File: src/rtl/rb_pkg.sv
package rb_pkg;
  localparam int WORD_W = 32;

  typedef enum logic [2:0] {
    K_NONE, K_RW, K_WO, K_W1C, K_RO, K_EVT, K_MSK
  } kind_e;

  // Slot map of the bank
  function automatic kind_e kind_of(input int idx);
    if (idx == 0)                  return K_EVT;
    else if (idx == 1)             return K_MSK;
    else if (idx >= 2 && idx <= 5) return K_RW;
    else if (idx == 6 || idx == 7) return K_WO;
    else if (idx == 8 || idx == 9) return K_W1C;
    else if (idx == 10 || idx == 11) return K_RO;
    else                           return K_NONE;
  endfunction

  function automatic logic [WORD_W-1:0] init_of(input int idx);
    case (idx)
      2:  return 32'h0000_0055;
      8:  return 32'h0000_FFFF;
      9:  return 32'hF0F0_F0F0;
      10: return 32'h0001_0203;
      11: return 32'h8000_0040;
      default: return '0;
    endcase
  endfunction

  function automatic logic [WORD_W-1:0] clear_ones(input logic [WORD_W-1:0] cur,
                                                   input logic [WORD_W-1:0] wd);
    return cur & ~wd;
  endfunction

  function automatic logic group_hit(input logic [WORD_W-1:0] ev,
                                     input logic [WORD_W-1:0] msk,
                                     input logic [WORD_W-1:0] grp);
    return |(ev & msk & grp);
  endfunction
endpackage

File: src/rtl/rb_decode.sv
module rb_decode #(
  parameter int ADDR_W = 12,
  parameter int SLOTS  = 16,
  localparam int SLOT_W = (SLOTS > 1) ? $clog2(SLOTS) : 1
) (
  input  logic [ADDR_W-1:0] addr,
  output logic [SLOT_W-1:0] slot,
  output logic              hit
);
  logic [ADDR_W-1:0] word_idx;

  always_comb begin
    word_idx = addr >> 2;
    hit      = (word_idx < ADDR_W'(SLOTS));
    slot     = word_idx[SLOT_W-1:0];
  end
endmodule

File: src/rtl/rb_event.sv
module rb_event
  import rb_pkg::*;
#(
  parameter logic [WORD_W-1:0] TX_GRP  = 32'h0000_00FF,
  parameter logic [WORD_W-1:0] RX_GRP  = 32'h0000_FF00,
  parameter logic [WORD_W-1:0] ERR_GRP = 32'hFFFF_0000
) (
  input  logic              clk,
  input  logic              rst_n,
  input  logic              wr_ev,
  input  logic              wr_mask,
  input  logic [WORD_W-1:0] wr_data,
  input  logic [WORD_W-1:0] ev_set,
  output logic [WORD_W-1:0] ev_q,
  output logic [WORD_W-1:0] mask_q,
  output logic              irq_tx,
  output logic              irq_rx,
  output logic              irq_err
);
  logic [WORD_W-1:0] ev_cleared;
  logic [WORD_W-1:0] ev_next;

  always_comb begin
    ev_cleared = wr_ev ? clear_ones(ev_q, wr_data) : ev_q;
    ev_next    = ev_cleared | ev_set;
  end

  always_ff @(posedge clk) begin
    if (!rst_n) begin
      ev_q    <= init_of(0);
      mask_q  <= init_of(1);
      irq_tx  <= 1'b0;
      irq_rx  <= 1'b0;
      irq_err <= 1'b0;
    end else begin
      ev_q    <= ev_next;
      if (wr_mask) mask_q <= wr_data;
      irq_tx  <= group_hit(ev_q, mask_q, TX_GRP);
      irq_rx  <= group_hit(ev_q, mask_q, RX_GRP);
      irq_err <= group_hit(ev_q, mask_q, ERR_GRP);
    end
  end

  // every pulsed bit is set after the edge
  p_set_wins_r9: assert property (@(posedge clk) disable iff (!rst_n)
    (ev_set != '0) |=> ((ev_q & $past(ev_set)) == $past(ev_set)));

  // write-one-to-clear on the event slot with no set pulse
  p_ev_clear_r7: assert property (@(posedge clk) disable iff (!rst_n)
    (wr_ev && ev_set == '0) |=> (ev_q == ($past(ev_q) & ~$past(wr_data))));

  // mask replaced
  p_mask_load_r8: assert property (@(posedge clk) disable iff (!rst_n)
    wr_mask |=> (mask_q == $past(wr_data)));

  // transmit group follows the previous masked state
  p_tx_group_r10: assert property (@(posedge clk) disable iff (!rst_n)
    1'b1 |=> (irq_tx == (|($past(ev_q) & $past(mask_q) & TX_GRP))));

  // nothing masked through means all lines low one clock later
  p_irq_quiet_r11: assert property (@(posedge clk) disable iff (!rst_n)
    ((ev_q & mask_q) == '0) |=> (!irq_tx && !irq_rx && !irq_err));
endmodule

File: src/rtl/irq_regbank.sv
module irq_regbank
  import rb_pkg::*;
#(
  parameter int ADDR_W = 12,
  parameter int SLOTS  = 16,
  parameter logic [WORD_W-1:0] TX_GRP  = 32'h0000_00FF,
  parameter logic [WORD_W-1:0] RX_GRP  = 32'h0000_FF00,
  parameter logic [WORD_W-1:0] ERR_GRP = 32'hFFFF_0000
) (
  input  logic              clk,
  input  logic              rst_n,
  input  logic [ADDR_W-1:0] acc_addr,
  input  logic              wr_en,
  input  logic [WORD_W-1:0] wr_data,
  output logic [WORD_W-1:0] rd_data,
  input  logic [WORD_W-1:0] ev_set,
  output logic              irq_tx,
  output logic              irq_rx,
  output logic              irq_err
);
  localparam int SLOT_W = (SLOTS > 1) ? $clog2(SLOTS) : 1;

  logic [SLOT_W-1:0] slot;
  logic              hit;
  logic [SLOTS-1:0]  wr_sel;
  logic [WORD_W-1:0] slot_rd [SLOTS];
  logic [WORD_W-1:0] ev_q, mask_q;

  rb_decode #(.ADDR_W(ADDR_W), .SLOTS(SLOTS)) u_dec (
    .addr(acc_addr), .slot(slot), .hit(hit)
  );

  rb_event #(.TX_GRP(TX_GRP), .RX_GRP(RX_GRP), .ERR_GRP(ERR_GRP)) u_evt (
    .clk(clk), .rst_n(rst_n),
    .wr_ev(wr_sel[0]), .wr_mask(wr_sel[1]), .wr_data(wr_data),
    .ev_set(ev_set), .ev_q(ev_q), .mask_q(mask_q),
    .irq_tx(irq_tx), .irq_rx(irq_rx), .irq_err(irq_err)
  );

  for (genvar i = 0; i < SLOTS; i++) begin : g_slot
    localparam kind_e K = kind_of(i);
    localparam logic [WORD_W-1:0] INIT = init_of(i);

    assign wr_sel[i] = wr_en && hit && (slot == SLOT_W'(i));

    if (K == K_EVT) begin : g_evt
      assign slot_rd[i] = ev_q;
    end else if (K == K_MSK) begin : g_msk
      assign slot_rd[i] = mask_q;
    end else if (K == K_RW || K == K_WO || K == K_W1C) begin : g_store
      logic [WORD_W-1:0] q;
      always_ff @(posedge clk) begin
        if (!rst_n)         q <= INIT;
        else if (wr_sel[i]) q <= (K == K_W1C) ? clear_ones(q, wr_data) : wr_data;
      end
      assign slot_rd[i] = (K == K_WO) ? '0 : q;
      if (K == K_W1C) begin : g_chk
        // written ones cleared, zeros kept
        p_w1c_r5: assert property (@(posedge clk) disable iff (!rst_n)
          wr_sel[i] |=> (q == ($past(q) & ~$past(wr_data))));
      end
    end else if (K == K_RO) begin : g_ro
      assign slot_rd[i] = INIT;
    end else begin : g_none
      assign slot_rd[i] = '0;
    end
  end

  assign rd_data = hit ? slot_rd[slot] : '0;

  // unimplemented addresses read zero
  p_miss_zero_r6: assert property (@(posedge clk) disable iff (!rst_n)
    !hit |-> (rd_data == '0));
endmodule

File: config.mk
export PLATFORM = sky130hd
export DESIGN_NAME = irq_regbank
export DESIGN_NICKNAME = d
export VERILOG_FILES = /design/src/rtl/rb_pkg.sv /design/src/rtl/rb_decode.sv /design/src/rtl/rb_event.sv /design/src/rtl/irq_regbank.sv
export SDC_FILE = /design/constraint.sdc
export NUM_CORES = 1
export LEC_CHECK = 0
export ABC_AREA = 1
export BUFFER_PORTS_ARGS = -buffer_cell sky130_fd_sc_hd__buf_2
export CAP_MARGIN = 25
export CORE_UTILIZATION = 64
export CTS_CLUSTER_SIZE = 14
export DETAILED_ROUTE_END_ITERATION = 10
export PLACE_DENSITY = 0.85
export SETUP_SLACK_MARGIN = 0.02
export SLEW_MARGIN = 10
export SYNTH_ARGS = -nofsm -noshare
export SYNTH_HDL_FRONTEND = slang
export SYNTH_SLANG_ARGS = --single-unit
File: constraint.sdc
create_clock -name clk -period 2.9 [get_ports clk]
set_input_delay 0.29 -clock clk [delete_from_list [all_inputs] [get_ports clk]]
set_output_delay 0.29 -clock clk [all_outputs]
set_load 0.01 [all_outputs]
Word level (Yosys, flattened, before mapping)
Index checks and enable logic that the tools add are counted.
Widths: inputs -> output; s select.
- register bits after elaboration: 259
- bits of input ports: 79
- output and inout bits: 35
- word-level logic and storage cells: 45
- magnitude comparators: 2
- equal/unequal tests: 7
- mux-type cells: 5
- bitwise gates (word level): 7
- reductions and logical operators: 13
- operators with widths (cell ; number):
    $and 32x32->32 ; 4
    $bmux 32 s4 ; 1
    $mux 32 ; 4
    $not 32->32 ; 1
    $or 32x32->32 ; 1
    $reduce_or 16->1 ; 1
    $reduce_or 8->1 ; 2
    $lt 10x5->1 const B ; 1
    $logic_and 1x1->1 ; 9
    $eq 4x2->1 const B ; 2
    $eq 4x3->1 const B ; 2
    $eq 4x4->1 const B ; 2
    $ge 5x5->1 const B ; 1
    $not 4->5 ; 1
    $eq 4x1->1 const B ; 1
    $logic_not 4->1 ; 1

Longest topological paths before layout
Gate-level depths: netlist of run 1.
- depth after elaboration: 5
- gate-level depth with buffers: 9

By module
A second synthesis of run 1 with hierarchy kept.
- cell total of the unflattened synthesis: 1762
- area, all modules: 11662.4 um^2
- by module, submodules not included (module ; instances ; cells each ; area an instance (um^2) ; sequential area each (um^2)):
    irq_regbank ; 1 ; 1420 ; 9126.3 ; 3843.7
    rb_event ; 1 ; 333 ; 2484.9 ; 1341.3
    rb_decode ; 1 ; 9 ; 51.3 ; 0.0

Worst setup path after synthesis of run 1
OpenSTA, ideal clock, no wires.
- path kind: input port to output port
- start: in acc_addr[2]
- end: out rd_data[21]
- data arrival time: 1.335 ns
- slack: 1.275 ns
- stages: 9
- path buffers: 2
- cells stage by stage: inv_2 -> nand2_1 -> nor2_1 -> buf_2 -> buf_4 -> nand2_1 -> o21ai_0 -> nor2_1 -> a21oi_1
- cells in the longest elaborated chain, start to end: 5
- RTL lines (what ; line ; source):
    from (decl) ; irq_regbank.sv:12 ; input logic [ADDR_W-1:0] acc_addr,
    $not 4->5 (not written as such) ; irq_regbank.sv:69 ; assign rd_data = hit ? slot_rd[slot] : '0;
    $bmux 32 s4 ; irq_regbank.sv:69 ;
    $mux 32 (not written as such) (2 in a row) ; irq_regbank.sv:69 ;
    $mux 32 (*) ; irq_regbank.sv:69 ;
    to (decl) ; irq_regbank.sv:15 ; output logic [WORD_W-1:0] rd_data,
Mark *: on every way between the ends. The rest lies on a longest branch, timed or not. The select of a mux whose other input is x is not followed.

Worst setup path in the final report of run 1
- start: in acc_addr[5]
- end: out rd_data[15]
The elaborated chain is that of the path after synthesis.

==> metrics.csv, run 1 <==
stage,metric,value,unit
floorplan,Die X,138,um
synth,most frequent cell after synthesis,nand2_1,
timing,Fin Setup TNS,0,ps
final_layout,layout cells sized above 1,11.9,%
timing,Fin. Hold Viols,0,
timing,Slew @ Worst Pin,966,ps
drt,drt pass-1 iters,8,
drt,per-cell routed wire length,17.6,um
grt,first-pass GRT wire length,56.1,mm
place,Port Buf Inserts,111,
timing,Max Slew Vio Count,0,
critical_path,flop-to-flop setup slack,1990,ps
clock_tree,TritonCTS buffer count,27,
timing,Setup Skew,6.05,ps
drt,Vias/cell,6.05,
power_and_ir_drop,Max rail drop VDD,602,uV
clock_tree,CTS Sinks,259,
clock_tree,Clock Latency Late Sink,530,ps
synth,Post-synth EDFFs,0,
final_layout,Fill cells,1467,
synth,"Avg Cell Area, Syn",6.73,um^2
critical_path,Buf/Inv on CP,5,
synth,warnings from Yosys,0,
place,post-placement cell area,0.0124,mm^2
critical_path,Worst path top cell family by delay,simple AND/OR/NAND/NOR gates,
timing,Fmax,415,MHz
floorplan,Die Height,138,um
critical_path,CP Max Fanout,17,
floorplan,Initial Util,65.4,%
clock_tree,postcts setup bufs,0,
synth,Yosys top cell area share,44.0,%
drt,Post-Route WL,35.9,mm
drt,Via Count,12377,
critical_path,slowest cell on the critical path,nand2_1,
floorplan,I/O pins,114,
timing,Slew HR,35.5,%
critical_path,max incr delay on CP,480,ps
final_layout,Finished Cell Area,0.0134,mm^2
status,outcome,"complete, no violations",
clock_tree,TritonCTS clock tree,yes,
final_layout,# nets final,1881,
drt,Routed Antenna Nets,0,
synth,cell taking the most area after synthesis,dfxtp_1,
timing,final setup violation count,0,
synth,Synth top cells by count,"nand2_1 (638), dfxtp_1 (259), a21oi_1 (222)",
drt,Iteration-0 DRC Markers,1461,
synth,synthesized area,0.0118,mm^2
clock_tree,Worst-path clk slew,60,ps
synth,Synth area leaders,"dfxtp_1 (44%), nand2_1 (20%), a21oi_1 (9.4%), nand4_1 (8.6%), inv_1 (4.0%)",
critical_path,CP required,2610,ps
power_and_ir_drop,PD cells,561,mW/mm^2
floorplan,die area,0.0190,mm^2
flow_run,max cap viols,0,
synth,post-synthesis simple-gate area fraction,34.2,%
synth,Seq cells post-synth,259,
timing,Period minus WS final,2410,ps
timing,Hold Worst Slack,4.66,ps
clock_tree,Root Driver,clkbuf_16,
grt,GRT Total Usage,37.8,%
timing,RSZ-0062 raised after global routing,no,
grt,initial antenna violation count,1,
grt,vias in the first global route,11055,
synth,post-synth cell types,22,
critical_path,crit path capture type,output port,
timing,final worst path period share,83.1,%
drt,remaining routing DRC violations,0,
worst_hold_path,Hold Crit Class,in -> reg,
synth,largest family of logic cells by synthesized area,simple AND/OR/NAND/NOR gates,
critical_path,startpoint types,input port,
synth,post-synthesis mux area share,0,%
floorplan,Core ar.,0.0180,mm^2
synth,asr flop ratio synth,0,%
power_and_ir_drop,leakage,0.00538,uW
synth,ys flop type,dfxtp_1,
synth,Synth Area in Compound Gates,12.1,%
synth,"Seq/Total Area, Yosys",44.0,%
synth,Synth Net Count,1830,
floorplan,# rows,49,
synth,Adder-Cell Fraction of Synth Area,0,%
place,post-DP HPWL,21.9,mm
critical_path,Crit Path Category,in -> out,
place,GP Congestion,0.929,
clock_tree,CTS Buffer Depth,3,
clock_tree,H-Tree Level Count,1,
grt,largest net degree at the start of global routing,111,
synth,Post-Synth XOR/XNOR Area,0,%
final_layout,area delta synth->final,13.3,%
critical_path,Worst EP arrival,2120,ps
synth,Cells after Synth,1751,
critical_path,worst path cell trace,buf_2 -> inv_1 -> nand2_1 -> inv_1 -> nand2_1 -> buf_4 -> o21ai_1 -> nor2_1 -> a21oi_1 -> buf_2,
grt,GRT Residual Overflow,0,
-- cells by family after synthesis --
kind of cell    count (synthesis)
simple gates                  934
compound gates                280
buf+inv                       278
flops                         259
-- cell usage in the layout (no fill, tap or decap), types with 27 or more instances in the layout --
| cell | synthesis | routed |
|---|---|---|
| a21oi_1 | 222 | 222 |
| buf_2 | 62 | 110 |
| buf_4 | 5 | 43 |
| clkbuf_16 | 0 | 27 |
| dfxtp_1 | 259 | 259 |
| inv_1 | 126 | 126 |
| nand2_1 | 638 | 638 |
| nand3_1 | 67 | 67 |
| nand4_1 | 162 | 162 |
| nor2_1 | 58 | 50 |
| o21ai_0 | 45 | 45 |
-- state kept, by name, indices dropped and copies added, names as in the netlist --
register          count
g_slot.g_store.q    192
u_evt.ev_q           32
u_evt.mask_q         32
u_evt.irq_err         1
u_evt.irq_rx          1
u_evt.irq_tx          1
-- repair_timing --
action	in CTS	in global routing
hold buffers	14	0
hold endpoints to repair	14	0
resized for setup	0	0
-- final cells by class --
cell class / count / area, um^2 / share of cell area (%)
antenna: 1 / 2.50 / 0.0187
clock buffer: 38 / 777 / 5.82
clock inverter: 6 / 83.8 / 0.628
inverter: 132 / 500 / 3.75
multi-input combinational: 1214 / 5490 / 41.1
sequential: 259 / 5180 / 38.8
tap: 229 / 287 / 2.15
timing repair buffer: 168 / 1030 / 7.74
-- metrics by stage --
step | worst slack [ps] | std cells | power (uW) | util [%]
after CTS | 581 | 2046 | 7470 | 74.1
final | 489 | 2047 | 7490 | 74.1
after global routing | 437 | 2047 | 7680 | 74.1
after global placement | 613 | 1988 | 4120 | 68.5
after floorplan | 1280 | 1751 | 3940 | -
after detailed placement | 579 | 1988 | 4130 | 68.5
-- final timing paths --
| path | startpoint | endpoint | depth (start not counted) |
|---|---|---|---|
| max | acc_addr[5] | rd_data[15] | 10 |
| min | ev_set[1] | u_evt.ev_q[1] | 3 |
| max reg2reg | u_evt.ev_q[27] | u_evt.irq_err | 4 |
| min reg2reg | g_slot[9].g_store.q[9] | g_slot[9].g_store.q[9] | 2 |
-- metal layers --
layer | up-vias | track usage, % | routed length (um)
met4 | 0 | 13.8 | 853
met3 | 77 | 8.35 | 4500
li1 | 5811 | - | -
met5 | - | 0 | 0
met2 | 780 | 58.6 | 16200
met1 | 5709 | 51.5 | 14300
-- worst min-delay path: cells and delay by family --
kind / cells / cell delay [ps]
AOI/OAI and AO/OA: 1 / 50
buffers and inverters: 2 / 130
-- where the power goes --
| part | internal (uW) | total [uW] | switching, uW |
|---|---|---|---|
| combinational | 121 | 469 | 348 |
| clock | 2020 | 3410 | 1380 |
| sequential | 3590 | 3620 | 28.5 |
| total | 5740 | 7490 | 1760 |
Power figures use the tool's default switching activity.
==> run 2: changes to the inputs <==
--- a/config.mk
+++ b/config.mk
@@ -8,10 +8,10 @@
 export ABC_AREA = 1
 export BUFFER_PORTS_ARGS = -buffer_cell sky130_fd_sc_hd__buf_2
 export CAP_MARGIN = 25
-export CORE_UTILIZATION = 64
+export CORE_UTILIZATION = 54
 export CTS_CLUSTER_SIZE = 14
 export DETAILED_ROUTE_END_ITERATION = 10
-export PLACE_DENSITY = 0.85
+export PLACE_DENSITY = 0.77
 export SETUP_SLACK_MARGIN = 0.02
 export SLEW_MARGIN = 10
 export SYNTH_ARGS = -nofsm -noshare
==> constraint.sdc (replaced) <==
create_clock -name clk -period 2.1 [get_ports clk]
set_input_delay 0.21 -clock clk [delete_from_list [all_inputs] [get_ports clk]]
set_output_delay 0.21 -clock clk [all_outputs]
set_load 0.01 [all_outputs]
==> run 2 against run 1 <==
Against the previous run:
- clock skew grew 4.7 ps
- critical path type unchanged
- non-clock buffer count is 30 higher
- combinational power increased by 52%
- routed wire length grew 2.7%
- register-to-register slack lost 850 ps
- first-iteration DRC count decreased by 11%
- clock power increased by 39%
- final area grew 3.8%
==> metrics.csv, run 2 (synthesized netlist as in run 1, its figures left out) <==
stage,metric,value,unit,change
clock_tree,CTS Sinks,259,,unchanged
final_layout,"Most flops, register",g_slot.g_store.q,,
final_layout,# nets final,1911,,+1.6%
clock_tree,TritonCTS buffer count,27,,unchanged
floorplan,# rows,53,,+8.2%
drt,Iteration-0 DRC Markers,1304,,-11%
timing,Slew HR,47.1,%,+12 points
critical_path,crit path capture type,output port,,
floorplan,Die Height,150,um,+8.7%
power_and_ir_drop,Tot Pwr,10400,uW,+39%
critical_path,Worst EP arrival,1730,ps,-390 ps
critical_path,"most used cell, CP",nand2_1,,
clock_tree,H-Tree Level Count,1,,unchanged
critical_path,CP required,1890,ps,-720 ps
grt,initial antenna violation count,0,,-1
final_layout,Fill cells,1858,,+27%
status,outcome,"complete, no violations",,
final_layout,area delta synth->final,17.6,%,
timing,Fin Setup TNS,0,ps,unchanged
drt,Via Count,12284,,-0.75%
critical_path,startpoint types,input port,,
critical_path,worst path cell trace,buf_2 -> nor2_2 -> nand2_1 -> buf_4 -> inv_1 -> nand2_1 -> nand2_1 -> nor2_1 -> a21oi_1 -> buf_2,,
floorplan,I/O pins,114,,unchanged
flow_run,max cap viols,0,,unchanged
drt,Vias/cell,5.78,,-4.4%
clock_tree,Worst-path clk slew,60,ps,about the same
place,Port Buf Inserts,111,,unchanged
clock_tree,Root Driver,clkbuf_16,,
floorplan,die area,0.0224,mm^2,+18%
place,GP Congestion,0.906,,-2.5%
timing,Slew @ Worst Pin,794,ps,-172 ps
grt,GRT Residual Overflow,0,,unchanged
critical_path,max incr delay on CP,290,ps,-190 ps
place,post-placement cell area,0.0126,mm^2,+2.4%
clock_tree,postcts setup bufs,0,,unchanged
clock_tree,TritonCTS clock tree,yes,,
final_layout,max reg flops,192,,unchanged
critical_path,Worst path top cell family by delay,buffers and inverters,,
critical_path,slowest cell on the critical path,a21oi_1,,
drt,Post-Route WL,36.9,mm,+2.7%
timing,RSZ-0062 raised after global routing,no,,
clock_tree,CTS Buffer Depth,3,,unchanged
drt,remaining routing DRC violations,0,,unchanged
grt,largest net degree at the start of global routing,70,,-37%
timing,final setup violation count,0,,unchanged
timing,final worst path period share,92.3,%,
final_layout,"commonest cells after routing, fill and taps aside","nand2_1 (638), dfxtp_1 (259), a21oi_1 (222)",,
floorplan,Die X,150,um,+8.7%
critical_path,Crit Path Category,in -> out,,
drt,per-cell routed wire length,17.4,um,-1.1%
drt,Routed Antenna Nets,0,,unchanged
grt,GRT Total Usage,32.6,%,-5.2 points
critical_path,Buf/Inv on CP,4,,-1
floorplan,Core ar.,0.0212,mm^2,+18%
drt,drt pass-1 iters,6,,-2
timing,Fmax,516,MHz,
final_layout,layout cells sized above 1,12.4,%,+0.50 points
floorplan,Initial Util,55.6,%,-9.8 points
power_and_ir_drop,Max rail drop VDD,550,uV,-8.8%
timing,Fin. Hold Viols,0,,unchanged
final_layout,Finished Cell Area,0.0139,mm^2,+3.8%
worst_hold_path,Hold Crit Class,in -> reg,,
power_and_ir_drop,PD cells,753,mW/mm^2,+34%
timing,Period minus WS final,1940,ps,
grt,first-pass GRT wire length,57.6,mm,+2.6%
final_layout,"most common cell after layout, fill and taps aside",nand2_1,,
grt,vias in the first global route,10911,,-1.3%
timing,Max Slew Vio Count,0,,unchanged
power_and_ir_drop,leakage,0.00557,uW,+3.5%
final_layout,largest registers,"g_slot.g_store.q (192), u_evt.ev_q (32), u_evt.mask_q (32)",,
critical_path,CP Max Fanout,15,,-2
clock_tree,Clock Latency Late Sink,530,ps,about the same
place,post-DP HPWL,22.6,mm,+3.1%
timing,Setup Skew,10.7,ps,+4.68 ps
==> run 2: worst paths after layout <==
kind                                from                      to  slack, ps  depth (start not counted)
hold / removal                wr_data[6]  g_slot[4].g_store.q[6]          6                          3
hold reg to reg   g_slot[9].g_store.q[0]  g_slot[9].g_store.q[0]        450                          2
setup / recovery             acc_addr[3]             rd_data[16]        160                         10
setup reg to reg        u_evt.mask_q[27]           u_evt.irq_err       1140                          4
==> run 2: worst register-to-register path, delay by kind of cell, from the launching register on <==
kind | cells | cell delay (ps)
flops | 1 | 370
simple gates | 3 | 290
compound gates | 1 | 210
==> run 2: through the flow <==
stage | worst slack (ps) | hold WS, ps | util [%] | instances
finish | 162 | 5.73 | 65.3 | 2125
global route | 113 | 24.9 | 65.3 | 2124
CTS | 214 | 1.35 | 65.3 | 2124
detailed placement | 223 | 440 | 59.6 | 2044
global placement | 232 | 437 | 59.6 | 2044
floorplan | 635 | 344 | - | 1751
==> run 2: cell type report <==
| type | instances | area (um^2) | share of cell area [%] |
|---|---|---|---|
| diodes | 1 | 2.50 | 0.0181 |
| clock buffers | 40 | 815 | 5.88 |
| clock inverters | 6 | 55.1 | 0.397 |
| inverters | 132 | 500 | 3.61 |
| multi-input cells | 1214 | 5490 | 39.6 |
| flip-flops and latches | 259 | 5180 | 37.4 |
| well taps | 275 | 344 | 2.48 |
| repair buffers | 198 | 1470 | 10.6 |
==> run 2: repair_timing <==
item,in CTS,in global routing
hold buffers,34,0
resized for setup,0,0
endpoints found under the hold margin,34,0
==> run 2: power breakdown <==
| group | internal [uW] | switching (uW) | leakage (uW) |
|---|---|---|---|
| clock network | 2780 | 1960 | 0.000436 |
| registers | 4960 | 38.4 | 0.00210 |
| logic | 223 | 489 | 0.00304 |
| total | 7960 | 2490 | 0.00557 |
==> run 2: routing by layer <==
metal | share of wire, % | GRT usage [%] | up-vias | wire [um]
met3 | 9.8 | 4.88 | 83 | 3620
met2 | 45 | 50.1 | 579 | 16600
met1 | 42 | 46.5 | 5744 | 15700
met5 | 0 | 0 | - | 0
li1 | - | - | 5878 | -
met4 | 2.8 | 10.7 | 0 | 1020
==> run 3: changes to the inputs <==
--- a/config.mk
+++ b/config.mk
@@ -8,6 +8,7 @@
 export ABC_AREA = 1
 export BUFFER_PORTS_ARGS = -buffer_cell sky130_fd_sc_hd__buf_2
 export CAP_MARGIN = 25
+export CORE_MARGIN = 2
 export CORE_UTILIZATION = 54
 export CTS_CLUSTER_SIZE = 14
 export DETAILED_ROUTE_END_ITERATION = 10
==> run 3 against run 2 <==
Against the previous run:
- register-to-register slack improved by 40 ps
- fmax decreased by 0.46%
- critical path depth unchanged
- via count decreased by 0.17%
- clock power decreased by 6.8%
- sequential power about the same
- core utilization decreased by 1.4 points
- worst setup slack got worse by 9.0 ps
- routed wire length increased by 1.2%
- critical path type unchanged
- largest cell class unchanged
- largest power group unchanged
==> metrics.csv, run 3 (synthesized netlist as in run 1, its figures left out) <==
stage,metric,value,unit,change
status,outcome,"complete, no violations",,
timing,Fmax,514,MHz,-0.46%
worst_hold_path,Hold Crit Class,in -> reg,,
final_layout,"commonest cells after routing, fill and taps aside","nand2_1 (638), dfxtp_1 (259), a21oi_1 (222)",,
grt,vias in the first global route,10903,,-0.073%
power_and_ir_drop,sequential share of power,49.4,%,+1.6 points
critical_path,Worst EP arrival,1740,ps,about the same
power_and_ir_drop,combinational share of power,7.1,%,+0.3 points
power_and_ir_drop,Tot Pwr,10100,uW,-3.0%
clock_tree,Root Driver,clkbuf_16,,
drt,drt pass-1 iters,5,,-1
final_layout,"Most flops, register",g_slot.g_store.q,,
drt,remaining routing DRC violations,0,,unchanged
power_and_ir_drop,PD cells,733,mW/mm^2,-2.7%
power_and_ir_drop,Sw Ratio,24.3,%,+0.53 points
floorplan,Initial Util,54.5,%,-1.0 points
grt,largest net degree at the start of global routing,70,,unchanged
final_layout,# nets final,1915,,+0.21%
timing,RSZ-0062 raised after global routing,no,,
clock_tree,Worst-path clk slew,60,ps,about the same
power_and_ir_drop,P_sw,2460,uW,-0.87%
timing,Setup Skew,11.0,ps,+0.308 ps
drt,Iteration-0 DRC Markers,1370,,+5.1%
critical_path,CP required,1890,ps,about the same
critical_path,CP Max Fanout,32,,+17
final_layout,"most common cell after layout, fill and taps aside",nand2_1,,
critical_path,crit path capture type,output port,,
final_layout,n_diodes,0,,-1
drt,Post-Route WL,37.4,mm,+1.2%
timing,Period minus WS final,1950,ps,+9.02 ps
clock_tree,Clock Latency Late Sink,540,ps,about the same
flow_run,max cap viols,0,,unchanged
timing,Fin Setup TNS,0,ps,unchanged
final_layout,area delta synth->final,17.2,%,
place,GP Congestion,0.937,,+3.4%
power_and_ir_drop,leakage,0.00556,uW,-0.29%
clock_tree,CTS Buffer Depth,3,,unchanged
clock_tree,TritonCTS clock tree,yes,,
clock_tree,post-CTS resize count,0,,unchanged
final_layout,Finished Cell Area,0.0138,mm^2,-0.32%
clock_tree,CTS Sinks,259,,unchanged
grt,GRT Residual Overflow,0,,unchanged
critical_path,Crit Path Category,in -> out,,
floorplan,I/O pins,114,,unchanged
drt,Vias/cell,5.75,,-0.50%
place,post-DP HPWL,23.4,mm,+3.5%
drt,per-cell routed wire length,17.5,um,+0.86%
drt,Via Count,12263,,-0.17%
timing,Hold Worst Slack,20.8,ps,+15.1 ps
grt,GRT Total Usage,31.5,%,-1.1 points
timing,Slew HR,45.4,%,-1.7 points
critical_path,startpoint types,input port,,
floorplan,# rows,54,,+1.9%
place,post-placement cell area,0.0127,mm^2,+0.41%
power_and_ir_drop,Max rail drop VDD,584,uV,+6.1%
timing,Slew @ Worst Pin,820,ps,+25.7 ps
timing,final worst path period share,92.7,%,+0.43 points
floorplan,die area,0.0230,mm^2,+2.7%
final_layout,layout cells sized above 1,12.5,%,+0.14 points
power_and_ir_drop,Clk pwr share,43.6,%,-1.7 points
grt,first-pass GRT wire length,57.4,mm,-0.30%
final_layout,max reg flops,192,,unchanged
timing,final setup violation count,0,,unchanged
timing,Max Slew Vio Count,0,,unchanged
place,Port Buf Inserts,111,,unchanged
timing,Fin. Hold Viols,0,,unchanged
grt,initial antenna violation count,0,,unchanged
floorplan,Die Height,152,um,+1.3%
drt,Routed Antenna Nets,0,,unchanged
floorplan,Core ar.,0.0216,mm^2,+1.9%
final_layout,Final Util,63.9,%,-1.4 points
final_layout,largest registers,"g_slot.g_store.q (192), u_evt.ev_q (32), u_evt.mask_q (32)",,
floorplan,Die X,152,um,+1.3%
clock_tree,TritonCTS buffer count,27,,unchanged
clock_tree,H-Tree Level Count,1,,unchanged
power_and_ir_drop,Internal Pwr Total,7660,uW,-3.7%
[run 3: cell count changes in the layout (fill, tap and decap cells not counted), sizes merged]
cell / change
clkbuf: -3
clkinv: +3
dlygate4sd3: -2
buf: +6
bufinv: -1
diode: -1
[run 3: worst paths after layout]
path / startpoint / end / cells past startpoint / slack [ps]
min: wr_data[4] / g_slot[4].g_store.q[4] / 3 / 20
min reg2reg: g_slot[9].g_store.q[24] / g_slot[9].g_store.q[24] / 2 / 450
max reg2reg: u_evt.ev_q[0] / u_evt.irq_tx / 3 / 1180
max: acc_addr[3] / rd_data[16] / 10 / 150
[run 3: area by class of cell]
type	instances	area [um^2]
multi-input combinational	1214	5490
inverter	132	500
clock buffer	37	753
sequential	259	5180
clock inverter	8	43.8
fill	1929	7800
timing repair buffer	202	1500
tap	280	350
[run 3: power by group through the flow]
| stage | Combinational [uW] | Sequential (uW) | Clock (uW) |
|---|---|---|---|
| 4_1_cts | 689 | 5000 | 4420 |
| 3_3_place_gp | 636 | 5100 | 0 |
| 6_report | 717 | 5000 | 4410 |
| 2_1_floorplan | 355 | 5090 | 0 |
| 5_1_grt | 756 | 5000 | 4620 |
| 3_5_place_dp | 640 | 5110 | 0 |
[run 3: layer usage]
| layer | part of all wire [%] | track usage, % | vias up | wire length [um] |
|---|---|---|---|---|
| met5 | 0 | 0 | - | 0 |
| met4 | 2.7 | 10.2 | 0 | 1020 |
| met3 | 10 | 4.64 | 84 | 3830 |
| met2 | 45 | 49.0 | 629 | 16900 |
| met1 | 42 | 45.0 | 5672 | 15600 |
| li1 | - | - | 5878 | - |
[run 3: metrics by stage]
step	setup slack, ps	std cells
floorplan	635	1751
global placement	187	2055
detailed placement	184	2055
CTS	176	2132
global route	41.1	2132
finish	153	2132
[run 3: worst max-delay path: stages]
cell     delay (ps)
buf_2           160
buf_4           150
nand2_1          80
inv_1           130
buf_12          220
nand2_1          70
nand4_1         140
nand2_1          70
a21oi_1         290
buf_2           200
[run 3: what timing repair did]
| item | 4_1_cts | 5_1_grt |
|---|---|---|
| buffers inserted | 0 | 0 |
| hold buffers | 32 | 0 |
| hold endpoints to repair | 32 | 0 |
